`src/rtl/fpx_pkg.sv`:
```
package fpx_pkg;
  typedef enum logic {
    DIR_X2D = 1'b0,
    DIR_D2X = 1'b1
  } conv_dir_e;

  function automatic int bias_of(input int ew);
    return (1 << (ew - 1)) - 1;
  endfunction
endpackage

```
`src/rtl/fpx_x2d.sv`:
```
module fpx_x2d #(
  parameter int XEW = 15,
  parameter int XMW = 64,
  parameter int DEW = 11,
  parameter int DFW = 52
) (
  input  logic [XEW+XMW:0]   x_in,
  output logic [DEW+DFW:0]   d_out,
  output logic               inexact
);
  localparam int SHIFT = XMW - 1 - DFW;
  localparam int BDIFF = fpx_pkg::bias_of(XEW) - fpx_pkg::bias_of(DEW);
  localparam int EW2   = XEW + 3;
  localparam int DEMAX = (1 << DEW) - 1;

  logic             sgn;
  logic [XEW-1:0]   xe;
  logic [XMW-1:0]   sig;
  logic [DFW-1:0]   frac_t;
  logic [DFW:0]     rsum;
  logic [EW2-1:0]   de_w;
  logic             de_neg, de_zero, de_big;
  logic [DEW-1:0]   o_exp;
  logic [DFW-1:0]   o_frac;

  assign sgn = x_in[XEW+XMW];
  assign xe  = x_in[XMW +: XEW];
  assign sig = x_in[XMW-1:0];

  always_comb begin
    frac_t  = sig[XMW-2 -: DFW];
    rsum    = {1'b0, frac_t} + (DFW+1)'(sig[SHIFT-1]);
    de_w    = EW2'(xe) - EW2'(BDIFF) + EW2'(rsum[DFW]);
    de_neg  = de_w[EW2-1];
    de_zero = (de_w == '0);
    de_big  = !de_neg && (de_w >= EW2'(DEMAX));
    o_exp   = '0;
    o_frac  = '0;
    inexact = 1'b0;
    if (&xe) begin
      o_exp = '1;
      if (sig[XMW-2:0] != '0)
        o_frac = (frac_t == '0) ? DFW'(1) : frac_t;
    end else if (xe == '0 || !sig[XMW-1]) begin
      inexact = (sig != '0);
    end else if (de_big) begin
      o_exp   = '1;
      inexact = 1'b1;
    end else if (de_neg || de_zero) begin
      inexact = 1'b1;
    end else begin
      o_exp   = de_w[DEW-1:0];
      o_frac  = rsum[DFW-1:0];
      inexact = |sig[SHIFT-1:0];
    end
    d_out = {sgn, o_exp, o_frac};
  end

  always_comb begin
    AST_SPECIAL_EXP: assert (!(&xe) || (&o_exp));
    AST_NAN_KEPT: assert (!((&xe) && sig[XMW-2:0] != '0) || o_frac != '0);
    AST_SIGN_KEPT: assert (d_out[DEW+DFW] == sgn);
  end
endmodule

```
`src/rtl/fpx_d2x.sv`:
```
module fpx_d2x #(
  parameter int XEW = 15,
  parameter int XMW = 64,
  parameter int DEW = 11,
  parameter int DFW = 52
) (
  input  logic [DEW+DFW:0]   d_in,
  output logic [XEW+XMW:0]   x_out,
  output logic               inexact
);
  localparam int SHIFT = XMW - 1 - DFW;
  localparam int BDIFF = fpx_pkg::bias_of(XEW) - fpx_pkg::bias_of(DEW);

  logic             sgn;
  logic [DEW-1:0]   de;
  logic [DFW-1:0]   fr;
  logic [XEW-1:0]   o_exp;
  logic [XMW-1:0]   o_sig;

  assign sgn = d_in[DEW+DFW];
  assign de  = d_in[DFW +: DEW];
  assign fr  = d_in[DFW-1:0];

  always_comb begin
    o_exp   = '0;
    o_sig   = '0;
    inexact = 1'b0;
    if (de == '0) begin
      inexact = (fr != '0);
    end else begin
      o_exp = (&de) ? '1 : (XEW'(de) + XEW'(BDIFF));
      o_sig = {1'b1, fr, {SHIFT{1'b0}}};
    end
    x_out = {sgn, o_exp, o_sig};
  end

  always_comb begin
    AST_INT_BIT: assert (de == '0 || o_sig[XMW-1]);
    AST_LOW_CLEAR: assert (o_sig[SHIFT-1:0] == '0);
  end
endmodule

```
`src/rtl/fpx_out_stage.sv`:
```
module fpx_out_stage #(
  parameter int W = 81
) (
  input  logic         clk,
  input  logic         rst_n,
  input  logic         in_valid,
  output logic         in_ready,
  input  logic [W-1:0] in_word,
  output logic         out_valid,
  input  logic         out_ready,
  output logic [W-1:0] out_word
);
  assign in_ready = !out_valid || out_ready;

  always_ff @(posedge clk or negedge rst_n) begin
    if (!rst_n) begin
      out_valid <= 1'b0;
      out_word  <= '0;
    end else if (in_valid && in_ready) begin
      out_valid <= 1'b1;
      out_word  <= in_word;
    end else if (out_ready) begin
      out_valid <= 1'b0;
    end
  end

  AST_HOLD_DATA: assert property (@(posedge clk) disable iff (!rst_n)
    out_valid && !out_ready |=> out_valid && $stable(out_word));
  AST_ACCEPT_SHOWS: assert property (@(posedge clk) disable iff (!rst_n)
    in_valid && in_ready |=> out_valid);
  AST_STALL_BLOCKS: assert property (@(posedge clk) disable iff (!rst_n)
    out_valid && !out_ready |-> !in_ready);
endmodule

```
`src/rtl/fpx_fmt_conv.sv`:
```
module fpx_fmt_conv #(
  parameter int XEW = 15,
  parameter int XMW = 64,
  parameter int DEW = 11,
  parameter int DFW = 52
) (
  input  logic                 clk,
  input  logic                 rst_n,
  input  logic                 in_valid,
  output logic                 in_ready,
  input  logic                 in_dir,
  input  logic [XEW+XMW:0]     in_data,
  output logic                 out_valid,
  input  logic                 out_ready,
  output logic [XEW+XMW:0]     out_data,
  output logic                 out_inexact
);
  import fpx_pkg::*;

  localparam int XW = XEW + 1 + XMW;
  localparam int DW = DEW + 1 + DFW;

  conv_dir_e        dir;
  logic [DW-1:0]    x2d_res;
  logic             x2d_ix;
  logic [XW-1:0]    d2x_res;
  logic             d2x_ix;
  logic [XW:0]      nxt_word;
  logic [XW:0]      reg_word;

  assign dir = conv_dir_e'(in_dir);

  fpx_x2d #(.XEW(XEW), .XMW(XMW), .DEW(DEW), .DFW(DFW)) u_x2d (
    .x_in    (in_data),
    .d_out   (x2d_res),
    .inexact (x2d_ix)
  );

  fpx_d2x #(.XEW(XEW), .XMW(XMW), .DEW(DEW), .DFW(DFW)) u_d2x (
    .d_in    (in_data[DW-1:0]),
    .x_out   (d2x_res),
    .inexact (d2x_ix)
  );

  always_comb begin
    if (dir == DIR_X2D) nxt_word = {x2d_ix, {(XW-DW){1'b0}}, x2d_res};
    else                nxt_word = {d2x_ix, d2x_res};
  end

  fpx_out_stage #(.W(XW + 1)) u_out (
    .clk       (clk),
    .rst_n     (rst_n),
    .in_valid  (in_valid),
    .in_ready  (in_ready),
    .in_word   (nxt_word),
    .out_valid (out_valid),
    .out_ready (out_ready),
    .out_word  (reg_word)
  );

  assign out_inexact = reg_word[XW];
  assign out_data    = reg_word[XW-1:0];
endmodule

```
`config.mk`:
```
export PLATFORM = sky130hd
export DESIGN_NAME = fpx_fmt_conv
export DESIGN_NICKNAME = d
export VERILOG_FILES = /design/src/rtl/fpx_pkg.sv /design/src/rtl/fpx_x2d.sv /design/src/rtl/fpx_d2x.sv /design/src/rtl/fpx_out_stage.sv /design/src/rtl/fpx_fmt_conv.sv
export SDC_FILE = /design/constraint.sdc
export NUM_CORES = 1
export LEC_CHECK = 0
export BUFFER_PORTS_ARGS = -buffer_cell sky130_fd_sc_hd__buf_4
export CELL_PAD_IN_SITES_DETAIL_PLACEMENT = 0
export CELL_PAD_IN_SITES_GLOBAL_PLACEMENT = 2
export CORE_MARGIN = 8
export CORE_UTILIZATION = 30
export CTS_CLUSTER_SIZE = 10
export DETAILED_ROUTE_END_ITERATION = 8
export PLACE_DENSITY_LB_ADDON = 0.2
export SYNTH_ARGS = -nofsm -noshare
export SYNTH_HDL_FRONTEND = slang
export SYNTH_SLANG_ARGS = --single-unit
```
`constraint.sdc`:
```
create_clock -name clk -period 3.5 [get_ports clk]
set_input_delay 0.175 -clock clk [delete_from_list [all_inputs] [get_ports clk]]
set_output_delay 0.175 -clock clk [all_outputs]
set_load 0.05 [all_outputs]
```
== Word level (Yosys, flattened, before mapping) ==
Cells that the tools add are included.

* Add/sub/neg operators: 4
* Muxes and demuxes: 21
* Reductions and logical operators: 19
* $lt $le $gt $ge: 1

{| class="wikitable"
|+ Operators by type and width
! operator !! count
|-
| $mux W52 || 6
|-
| $mux W81 || 1
|-
| $mux W64 || 1
|-
| $reduce_bool A64 Y1 || 1
|-
| $reduce_bool A63 Y1 || 1
|-
| $add A52 B1 Y53 || 1
|-
| $logic_not A52 Y1 || 1
|-
| $reduce_bool A52 Y1 || 1
|-
| $mux W11 || 4
|-
| $mux W15 || 2
|-
| $add A18 B1 Y18 || 1
|-
| $ge A18 B11 Y1 const B || 1
|-
| $logic_not A18 Y1 || 1
|-
| $sub A15 B14 Y16 const B || 1
|-
| $add A11 B14 Y15 const B || 1
|-
| $logic_not A15 Y1 || 1
|-
| $reduce_and A15 Y1 || 1
|-
| $logic_not A11 Y1 || 1
|-
| $reduce_and A11 Y1 || 1
|-
| $reduce_or A11 Y1 || 1
|-
| $mux W1 || 7
|-
| $logic_not A1 Y1 || 3
|-
| $logic_or A1 B1 Y1 || 3
|-
| $logic_and A1 B1 Y1 || 2
|-
| $reduce_bool A2 Y1 || 1
|}

* Output and inout bits: 83
* Input port bits: 85
* Bits in registers: 82

== Logic depth before layout (Yosys ltp) ==
Gate-level depths: netlist of the first run.

* Depth after elaboration: 9
* Mapped depth: 19
* Mapped depth without buffers: 17

== Cells and area by module ==
From an unflattened synthesis of the first run, not the netlist that was laid out.

* Cell total of the unflattened synthesis: 857
* Area, all modules: 8265.4 um^2

{| class="wikitable"
|+ By module, submodules not included
! module !! instances !! cells an instance !! area each (um^2) !! sequential area each (um^2)
|-
| fpx_out_stage || 1 || 174 || 3385.7 || 2052.0
|-
| fpx_x2d || 1 || 481 || 2813.9 || 0.0
|-
| fpx_fmt_conv || 1 || 90 || 1219.9 || 0.0
|-
| fpx_d2x || 1 || 112 || 845.8 || 0.0
|}

== Least setup slack after synthesis of the first run ==
Ideal clock, no wire load.

* Kind: input port to flip-flop
* Start point: in in_data[10]
* End point: reg u_out.out_word[25]
* Cell stages on the path: 18
* Path slack: -0.452 ns
* Arrival time: 3.823 ns
* Library setup time: 0.129 ns
* Required time: 3.371 ns
* Cell sequence: ha_1 -> ha_1 -> and3_1 -> nand3_1 -> nor4_4 -> nand2_2 -> nor2_1 -> ha_1 -> ha_1 -> clkbuf_2 -> nand3_1 -> nor4_1 -> nor3_1 -> or4_1 -> and3_1 -> clkbuf_1 -> a221oi_1 -> a21oi_1

* Cells in the longest elaborated chain, start to end: 9
* Elaborated cells between the ends (all ways): 14
* Those cells by class: add/sub: 2; order compare: 1; mux: 6; reduce/logical: 5

{| class="wikitable"
|+ Ends and longest elaborated chain
! element !! RTL line !! text
|-
| start, declared || fpx_fmt_conv.sv:12 || <nowiki>input logic [XEW+XMW:0] in_data,</nowiki>
|-
| branches (longest 7 deep; another with $add A52 B1 Y53) || n/a ||
|-
| $mux W52 (*) || fpx_x2d.sv:40 || <nowiki>if (&xe) begin</nowiki>
|-
| $mux W81 (*) || fpx_fmt_conv.sv:46 || <nowiki>if (dir == DIR_X2D) nxt_word = {x2d_ix, {(XW-DW){1'b0}}, x2d_res};</nowiki>
|-
| end signal, assigned || fpx_out_stage.sv:21 || <nowiki>out_word <= in_word;</nowiki>
|-
| end, declared || fpx_out_stage.sv:11 || <nowiki>output logic [W-1:0] out_word</nowiki>
|}

Mark *: on every way between the ends.
A chain may end at the register's enable or synchronous reset.

== Worst setup path in the final report of the first run ==
* Start point: in in_data[11]
* End point: reg u_out.out_word[41]

Same word-level chain as after synthesis.

==> impl_metrics.json, run 1 <==
{
  "grt_max_degree": 79,
  "grt_pass1_wl_mm": 42.8,
  "yosysTopAreaCell": "dfrtp_1",
  "finalClockSkew_ns": 0.00659,
  "hpwl_mm": 21.6,
  "avgSynthCellArea_um2": 8.23,
  "worstMarginPinSlew_ns": 0.917,
  "p_per_area_nw_per_um2": 364,
  "start_util_pct": 30.2,
  "hold_class": "primary input to flop",
  "path_class": "primary input to flop",
  "p_leak_nw": 3.80,
  "synth_edf_count": 0,
  "ys.flop_type": "dfrtp_1",
  "total_power_mw": 3.15,
  "drt-total-wl_mm": 28.8,
  "grt_overflow": 0,
  "ir_worst_vdd_mv": 0.275,
  "min_period_over_period_pct": 100,
  "synthArstFlopShare_pct": 100,
  "cpLargestDelayFamily": "simple AND/OR/NAND/NOR gates",
  "clk_path_buf_depth": 2,
  "synth_warnings": 0,
  "ys_ff_latch": 79,
  "fin_crit_ns": 3.50,
  "synth.distinct_cells": 67,
  "io_buffer_count": 167,
  "r2r_slack_ns": 1.08,
  "post-route-drc-count": 0,
  "core_um2": 19300,
  "synth_top_area_share_pct": 33.9,
  "r2r_end": "u_out.out_word[41]$_DFFE_PN0P_",
  "setup_viol": 1,
  "dr.pass1.iters": 7,
  "cts.sinks": 79,
  "synth_nets": 802,
  "fp.dieH_um": 155,
  "cts.clk_slew.worst_paths_ns": 0.07,
  "first_iter_violations": 598,
  "crit_buf_inv": 2,
  "cts_made_buffers": 9,
  "drv_cap": 0,
  "status": "finished with violations",
  "min_from": "in_valid",
  "failed_checks": "negative setup slack",
  "postSynthCellCount": 708,
  "num_rows": 51,
  "slowest_delay_ns": 0.52,
  "reg2reg_depth": 8,
  "final_common_cell": "buf_4",
  "post_drt_wl_per_cell_um": 23.8,
  "cts_tree": "done",
  "cp_common_cell": "ha_4",
  "syn_to_final_growth_pct": 48.7,
  "hold_depth": 2,
  "dpl_cell_area_um2": 8020,
  "rr_startpoint": "u_out.out_valid$_DFFE_PN0P_",
  "timing.hold.ws_ns": 0.0425,
  "fin_util_pct": 44.9,
  "antenna_left": 0,
  "synth_area_um2": 5830,
  "htree_levels": 3,
  "route.vias.total": 6967,
  "grt_antenna_before_repair": 0,
  "drv_slew": 0,
  "dieWidth_um": 155,
  "track_usage_pct": 23.0,
  "endpoint_kind": "flop",
  "finalNetCount": 1037,
  "drive_gt1_share_pct": 36.9,
  "worstSkewPairLatency_ns": 0.35,
  "timing.slew.headroom_pct": 38.9,
  "setup_tns_ns": -0.00357,
  "fmaxAchievable_ghz": 0.285,
  "layout_setup_ws_ns": -0.00357,
  "rsz0062_at_grt": "yes",
  "critPathLaunchType": "primary input",
  "critPathRequiredTime_ns": 3.79,
  "cp_data_arrival_time_ns": 3.79,
  "hold_viol": 0,
  "dieArea_um2": 24100,
  "viasPerCell": 5.75,
  "synth_sequential_area_ratio_pct": 33.9,
  "synth_top_cells_by_area": "dfrtp_1 34%, nand2_1 4.8%, a21oi_1 4.3%",
  "layout.cells.most_common_list": "265 x buf_4, 79 x dfrtp_1, 72 x nand2_1",
  "place_congestion": 0.964,
  "path_max_fanout": 5,
  "crit_chain": "buf_8 -> ha_4 -> ha_4 -> and3_4 -> nand3_4 -> nor4_4 -> nand2_2 -> nor2_4 -> ha_4 -> nand2_4 -> nor4_4 -> buf_4 -> o311a_1 -> o221a_4 -> nand4_4 -> or2_4 -> or4_4 -> nand3_2",
  "crit_slowest_cell": "or4_4",
  "diodes": 0,
  "fin_area_um2": 8660,
  "grt_pass1_vias": 7014,
  "io-pin-count": 168,
  "ctsRootBufferMaster": "clkbuf_16",
  "min_to": "u_out.out_valid$_DFFE_PN0P_"
}
## worst max-delay path by stage
| stage | from | endpoint | slack (ns) | cells past startpoint |
|---|---|---|---|---|
| CTS | in_data[11] | u_out.out_word[41]$_DFFE_PN0P_ | 0.004 | 19 |
| global placement | in_data[11] | u_out.out_word[41]$_DFFE_PN0P_ | -0.40 | 19 |
| detailed placement | in_data[11] | u_out.out_word[41]$_DFFE_PN0P_ | -0.40 | 19 |
| global route | in_data[11] | u_out.out_word[41]$_DFFE_PN0P_ | -0.15 | 19 |
| finish | in_data[11] | u_out.out_word[41]$_DFFE_PN0P_ | -0.004 | 18 |
| floorplan | in_data[34] | u_out.out_word[25]$_DFFE_PN0P_ | -0.1 | 17 |
## cell type report
class	count	area (µm²)
fillers	1967	10600
multi-input cells	559	3870
flip-flops and latches	79	1980
well taps	265	332
clock buffers	10	229
inverters	19	71.3
clock inverters	5	60.1
repair buffers	275	2120
## cells in the mapped netlist, types with 7 or more instances
library cell,n
a21oi_1,50
o21ai_0,40
nor3_1,27
a222oi_1,9
o21ai_1,8
ha_1,9
xnor2_1,17
nand2b_1,7
nand2_1,75
nor4_1,30
or3_1,10
o211ai_1,14
nand3_1,42
dfrtp_1,79
and2_1,8
and3_1,15
nor2_1,34
a22o_1,22
xor2_1,7
nand4_1,22
clkbuf_1,36
a22oi_1,18
inv_1,19
## flip-flops by register name, indices dropped and copies added (netlist names)
name             flops
u_out.out_valid      1
u_out.out_word      78
## routing by layer
metal / track usage [%] / share of wire (%) / vias to the layer above
met4: 9.43 / 3.1 / 0
met3: 4.66 / 7.8 / 54
li1: - / - / 3177
met2: 36.0 / 46 / 340
met1: 30.4 / 43 / 3396
met5: 0 / 0 / -
## stage by stage
step	std cells	worst slack, ns
6_report	1212	-0.00357
5_1_grt	1212	-0.154
4_1_cts	1197	0.00421
3_5_place_dp	1180	-0.404
3_3_place_gp	1180	-0.404
2_1_floorplan	708	-0.0960
## repair_timing
item | CTS | global route
gates cloned | 1 | 3
buffers inserted | 0 | 12
hold buffers | 1 | 0
gates resized for setup | 1 | 51
pin swaps | 2 | 31
hold endpoints to repair | 57 | 0
setup endpoints to repair | 6 | 60
## logic make-up (layout without fill, tap and decap cells)
family	count (synthesis)	after routing	share of synthesized area, %
adder cells (fa/ha/maj)	9	9	1.93
AO/OA/AOI/OAI	214	214	25.5
flip-flops	79	79	33.9
multiplexers	1	1	0.172
buffers and inverters	73	309	5.63
XOR/XNOR	24	24	3.61
AND/OR/NAND/NOR	308	311	29.3
## power breakdown
group,switching [mW],internal (mW),total (mW)
clock network,0.420,0.551,0.972
logic,0.727,0.374,1.10
registers,0.0688,1.01,1.08
Power figures use the tool's default switching activity.
==> run 2, diff against run 1 <==
--- a/config.mk
+++ b/config.mk
@@ -9,7 +9,7 @@
 export CELL_PAD_IN_SITES_DETAIL_PLACEMENT = 0
 export CELL_PAD_IN_SITES_GLOBAL_PLACEMENT = 2
 export CORE_MARGIN = 8
-export CORE_UTILIZATION = 30
+export CORE_UTILIZATION = 33
 export CTS_CLUSTER_SIZE = 10
 export DETAILED_ROUTE_END_ITERATION = 8
 export PLACE_DENSITY_LB_ADDON = 0.2
==> impl_metrics.json, run 2 (synthesis results as in run 1) <==
{
  "syn_to_final_growth_pct": 47.0,
  "antenna_left": 0,
  "drv_cap": 0,
  "p_sw_mw": 1.20,
  "power_frac_comb_pct": 35.0,
  "dr.pass1.iters": 5,
  "grt_max_degree": 63,
  "hold_viol": 0,
  "timing.slew.headroom_pct": 42.7,
  "post-route-drc-count": 0,
  "num_rows": 48,
  "first_iter_violations": 573,
  "dpl_cell_area_um2": 8050,
  "crit_slowest_cell": "or4_1",
  "p_leak_nw": 3.72,
  "final_common_cell": "buf_4",
  "path_class": "primary input to flop",
  "cts_made_buffers": 9,
  "viasPerCell": 5.95,
  "drv_slew": 0,
  "cts_tree": "done",
  "grt_antenna_before_repair": 0,
  "htree_levels": 3,
  "grt_pass1_vias": 6953,
  "dieArea_um2": 22200,
  "status": "finished clean",
  "place_congestion": 0.900,
  "dp_cells": 1144,
  "total_power_mw": 3.13,
  "io_buffer_count": 167,
  "cts.clk_slew.worst_paths_ns": 0.06,
  "cts.sinks": 79,
  "p_per_area_nw_per_um2": 366,
  "min_period_over_period_pct": 99.2,
  "cpLargestDelayFamily": "simple AND/OR/NAND/NOR gates",
  "fin_util_pct": 49.5,
  "crit_buf_inv": 1,
  "fp.dieH_um": 149,
  "slowest_delay_ns": 0.42,
  "post_drt_wl_per_cell_um": 24.3,
  "endpoint_kind": "flop",
  "cp_data_arrival_time_ns": 3.76,
  "critPathRequiredTime_ns": 3.78,
  "drive_gt1_share_pct": 35.6,
  "fin_area_um2": 8560,
  "track_usage_pct": 24.9,
  "fin_crit_ns": 3.47,
  "route.vias.total": 6963,
  "hold_class": "primary input to flop",
  "swShare_pct": 38.3,
  "dieWidth_um": 149,
  "ir_worst_vdd_mv": 0.221,
  "intPower_mw": 1.93,
  "worstMarginPinSlew_ns": 0.860,
  "finalClockSkew_ns": 0.00593,
  "layout.cells.most_common_list": "260 x buf_4, 79 x dfrtp_1, 72 x nand2_1",
  "top_register": "u_out.out_word",
  "path_max_fanout": 6,
  "grt_pass1_wl_mm": 42.5,
  "finalNetCount": 1036,
  "pwr-share-seq_pct": 34.3,
  "dp_slack_ns": -0.429,
  "setup_viol": 0,
  "diodes": 0,
  "crit_chain": "buf_8 -> ha_4 -> ha_4 -> and3_4 -> nand3_4 -> nor4_4 -> nand2_2 -> nor2_4 -> ha_4 -> nand2_4 -> nor4_4 -> nand3_2 -> a221oi_4 -> nand4_4 -> or2_4 -> or4_1 -> nand3_1",
  "worstSkewPairLatency_ns": 0.35,
  "stdcell_count": 1171,
  "fmaxAchievable_ghz": 0.288,
  "grt_overflow": 0,
  "ctsRootBufferMaster": "clkbuf_16",
  "layout_setup_ws_ns": 0.0276,
  "core_um2": 17300,
  "hpwl_mm": 22.3,
  "io-pin-count": 168,
  "rsz0062_at_grt": "yes",
  "clock_power_share_pct": 30.7,
  "cp_common_cell": "ha_4",
  "critPathLaunchType": "primary input",
  "largest_register_ffs": 78,
  "clk_path_buf_depth": 2,
  "drt-total-wl_mm": 28.5,
  "largestRegisters": "u_out.out_word: 78 flops, u_out.out_valid: 1 flops",
  "start_util_pct": 33.7
}
## run 2: worst paths after layout
path,slack (ns),cells past startpoint,end,startpoint
worst min register to register,0.48,2,u_out.out_word[78]$_DFFE_PN0P_,u_out.out_word[78]$_DFFE_PN0P_
worst max register to register,1.18,8,u_out.out_word[41]$_DFFE_PN0P_,u_out.out_valid$_DFFE_PN0P_
worst min-delay path,0.04,2,u_out.out_valid$_DFFE_PN0P_,in_valid
worst max-delay path,0.03,17,u_out.out_word[41]$_DFFE_PN0P_,in_data[11]
max in group asynchronous,2.26,3,u_out.out_word[21]$_DFFE_PN0P_,rst_n
min in group asynchronous,0.43,2,u_out.out_word[6]$_DFFE_PN0P_,rst_n
## run 2: final cells by class
type,instances,area (µm²)
multi-input cells,558,3770
well taps,225,282
clock buffers,10,229
fillers,1734,8730
repair buffers,275,2180
inverters,19,71.3
flip-flops and latches,79,1980
clock inverters,5,58.8
## run 2: through the flow
| stage | hold WS, ns | setup TNS (ns) |
|---|---|---|
| 6_report | 0.0379 | 0 |
| 5_1_grt | 0.0638 | -0.820 |
| 4_1_cts | 0.0363 | 0 |
| 3_5_place_dp | 0.321 | -20.36 |
| 3_3_place_gp | 0.321 | -18.43 |
| 2_1_floorplan | -0.121 | -0.879 |
## run 2: power groups by stage
| stage | clock network [mW] | logic [mW] | registers, mW |
|---|---|---|---|
| finish | 0.963 | 1.10 | 1.07 |
| global route | 1.01 | 1.16 | 1.08 |
| CTS | 0.972 | 1.09 | 1.07 |
| global placement | 0 | 1.08 | 1.09 |
| detailed placement | 0 | 1.09 | 1.09 |
| floorplan | 0 | 0.284 | 1.41 |
## run 2: per-layer routing
metal,up-vias,routed length (µm),track usage (%)
met5,-,0,0
li1,3184,-,-
met1,3424,12000,31.4
met3,50,1950,4.31
met4,0,750,9.79
met2,305,13800,41.7
## run 2: what timing repair did
item / 4_1_cts / 5_1_grt
buffers inserted: 2 / 8
pin swaps: 2 / 16
gates resized for setup: 1 / 27
cloned: 0 / 2
setup endpoints to repair: 17 / 59
endpoints found under the hold margin: 61 / 0
hold buffers: 1 / 0
==> run 3, diff against run 2 <==
==> constraint.sdc (replaced) <==
create_clock -name clk -period 3.5 [get_ports clk]
set_input_delay 0.35 -clock clk [delete_from_list [all_inputs] [get_ports clk]]
set_output_delay 0.35 -clock clk [all_outputs]
set_load 0.05 [all_outputs]
==> impl_metrics.json, run 3 (synthesis results as in run 1) <==
{
  "status": "finished with violations",
  "failed_checks": "negative setup slack",
  "min_period_over_period_pct": 104,
  "hpwl_mm": 22.2,
  "crit_chain": "buf_8 -> nand3_4 -> or4_4 -> nor4_4 -> nand2_2 -> nor2_4 -> ha_4 -> ha_4 -> buf_6 -> buf_4 -> nand2b_4 -> o21ai_2 -> a21oi_1 -> nand4b_1 -> buf_4 -> nand4_1 -> or3_1 -> a221o_1",
  "r2r_slack_ns": 0.95,
  "p_leak_nw": 4.09,
  "grt_pass1_wl_mm": 43.7,
  "syn_to_final_growth_pct": 58.6,
  "crit_buf_inv": 4,
  "clk_path_buf_depth": 2,
  "drv_cap": 0,
  "reg2reg_depth": 9,
  "holdBufCountCts": 0,
  "fillCellCount": 1638,
  "critPathLaunchType": "primary input",
  "worstSkewPairLatency_ns": 0.35,
  "post_drt_wl_per_cell_um": 24.5,
  "cp_data_arrival_time_ns": 3.86,
  "grt_pass1_vias": 7158,
  "finalClockSkew_ns": 0.0105,
  "stdcell_count": 1203,
  "path_class": "primary input to flop",
  "multi_input_area_um2": 4120,
  "cts_made_buffers": 9,
  "p_per_area_nw_per_um2": 344,
  "crit_slowest_cell": "or4_4",
  "antenna_left": 0,
  "top_register": "u_out.out_word",
  "hold_class": "primary input to async pin",
  "drive_gt1_share_pct": 42.9,
  "diodes": 0,
  "timing.slew.headroom_pct": 40.0,
  "fmaxAchievable_ghz": 0.274,
  "layout_setup_ws_ns": -0.144,
  "setup_viol": 24,
  "drt-total-wl_mm": 29.4,
  "setup.worst_path.end": "u_out.out_word[80]$_DFFE_PN0P_",
  "cts.sinks": 79,
  "finalNetCount": 1068,
  "route.vias.total": 7219,
  "dp_slack_ns": -0.525,
  "fp.dieH_um": 149,
  "post-route-drc-count": 0,
  "track_usage_pct": 25.5,
  "drv_slew": 0,
  "dr.pass1.iters": 8,
  "rsz0062_at_grt": "yes",
  "r2r_end": "u_out.out_word[22]$_DFFE_PN0P_",
  "worstMarginPinSlew_ns": 0.900,
  "timing.hold.ws_ns": 0.111,
  "largest_register_ffs": 78,
  "dieArea_um2": 22200,
  "dpl_cell_area_um2": 8180,
  "dp_cells": 1155,
  "largestRegisters": "u_out.out_word: 78 flops, u_out.out_valid: 1 flops",
  "cpLargestDelayFamily": "simple AND/OR/NAND/NOR gates",
  "endpoint_kind": "flop",
  "slowest_delay_ns": 0.56,
  "path_max_fanout": 6,
  "grt_antenna_before_repair": 0,
  "rr_startpoint": "u_out.out_valid$_DFFE_PN0P_",
  "viasPerCell": 6.00,
  "io-pin-count": 168,
  "cts.clk_slew.worst_paths_ns": 0.07,
  "startpoint": "in_data[38]",
  "layout.cells.most_common_list": "277 x buf_4, 79 x dfrtp_1, 69 x nand2_1",
  "place_congestion": 0.920,
  "fin_crit_ns": 3.64,
  "start_util_pct": 33.7,
  "ir_worst_vdd_mv": 0.213,
  "critPathRequiredTime_ns": 3.72,
  "hold_viol": 0,
  "total_power_mw": 3.17,
  "dieWidth_um": 149,
  "io_buffer_count": 167,
  "cts_tree": "done",
  "final_common_cell": "buf_4",
  "ctsRootBufferMaster": "clkbuf_16",
  "htree_levels": 3,
  "fin_area_um2": 9240,
  "grt_overflow": 0,
  "cp_num_cells": 18,
  "core_um2": 17300,
  "first_iter_violations": 623,
  "grt_max_degree": 65,
  "seq_area_um2": 1980,
  "num_rows": 48
}
## run 3: layout make-up
class | count | area share [%]
clock buffers | 10 | 2.48
well taps | 225 | 3.05
multi-input cells | 559 | 44.6
flip-flops and latches | 79 | 21.4
clock inverters | 5 | 0.637
repair buffers | 306 | 27.1
inverters | 19 | 0.772
## run 3: stage by stage
| stage | setup TNS (ns) | utilization, % |
|---|---|---|
| after floorplan | -6.37 | - |
| after global placement | -19.68 | 47.3 |
| after detailed placement | -24.25 | 47.3 |
| after CTS | -0.538 | 50.5 |
| after global routing | -6.89 | 53.4 |
| final | -1.14 | 53.4 |
## run 3: worst min-delay path by stage
stage	start	end	cells past startpoint
after floorplan	rst_n	u_out.out_valid$_DFFE_PN0P_	0
after global placement	u_out.out_word[67]$_DFFE_PN0P_	u_out.out_word[67]$_DFFE_PN0P_	2
after detailed placement	u_out.out_word[67]$_DFFE_PN0P_	u_out.out_word[67]$_DFFE_PN0P_	2
after CTS	rst_n	u_out.out_word[78]$_DFFE_PN0P_	1
after global routing	rst_n	u_out.out_word[6]$_DFFE_PN0P_	1
final	rst_n	u_out.out_word[78]$_DFFE_PN0P_	1
## run 3: power by group
group / switching, mW / leakage (nW) / internal [mW] / total (mW)
clock network: 0.401 / 0.135 / 0.551 / 0.951
registers: 0.0656 / 1.02 / 1.01 / 1.07
logic: 0.746 / 2.93 / 0.401 / 1.15
total: 1.21 / 4.09 / 1.96 / 3.17
## run 3: routing by layer
layer	track usage (%)	vias up	part of all wire (%)	routed length [µm]
li1	-	3235	-	-
met2	42.7	349	48	14200
met4	10.7	0	3.9	1140
met3	4.13	61	7.2	2120
met1	32.0	3574	41	12000
met5	0	-	0	0
## run 3: timing repair
item	in CTS	in global routing
cloned	3	3
setup endpoints to repair	43	55
resized for setup	25	90
pin swaps	22	54
setup buffers	12	17
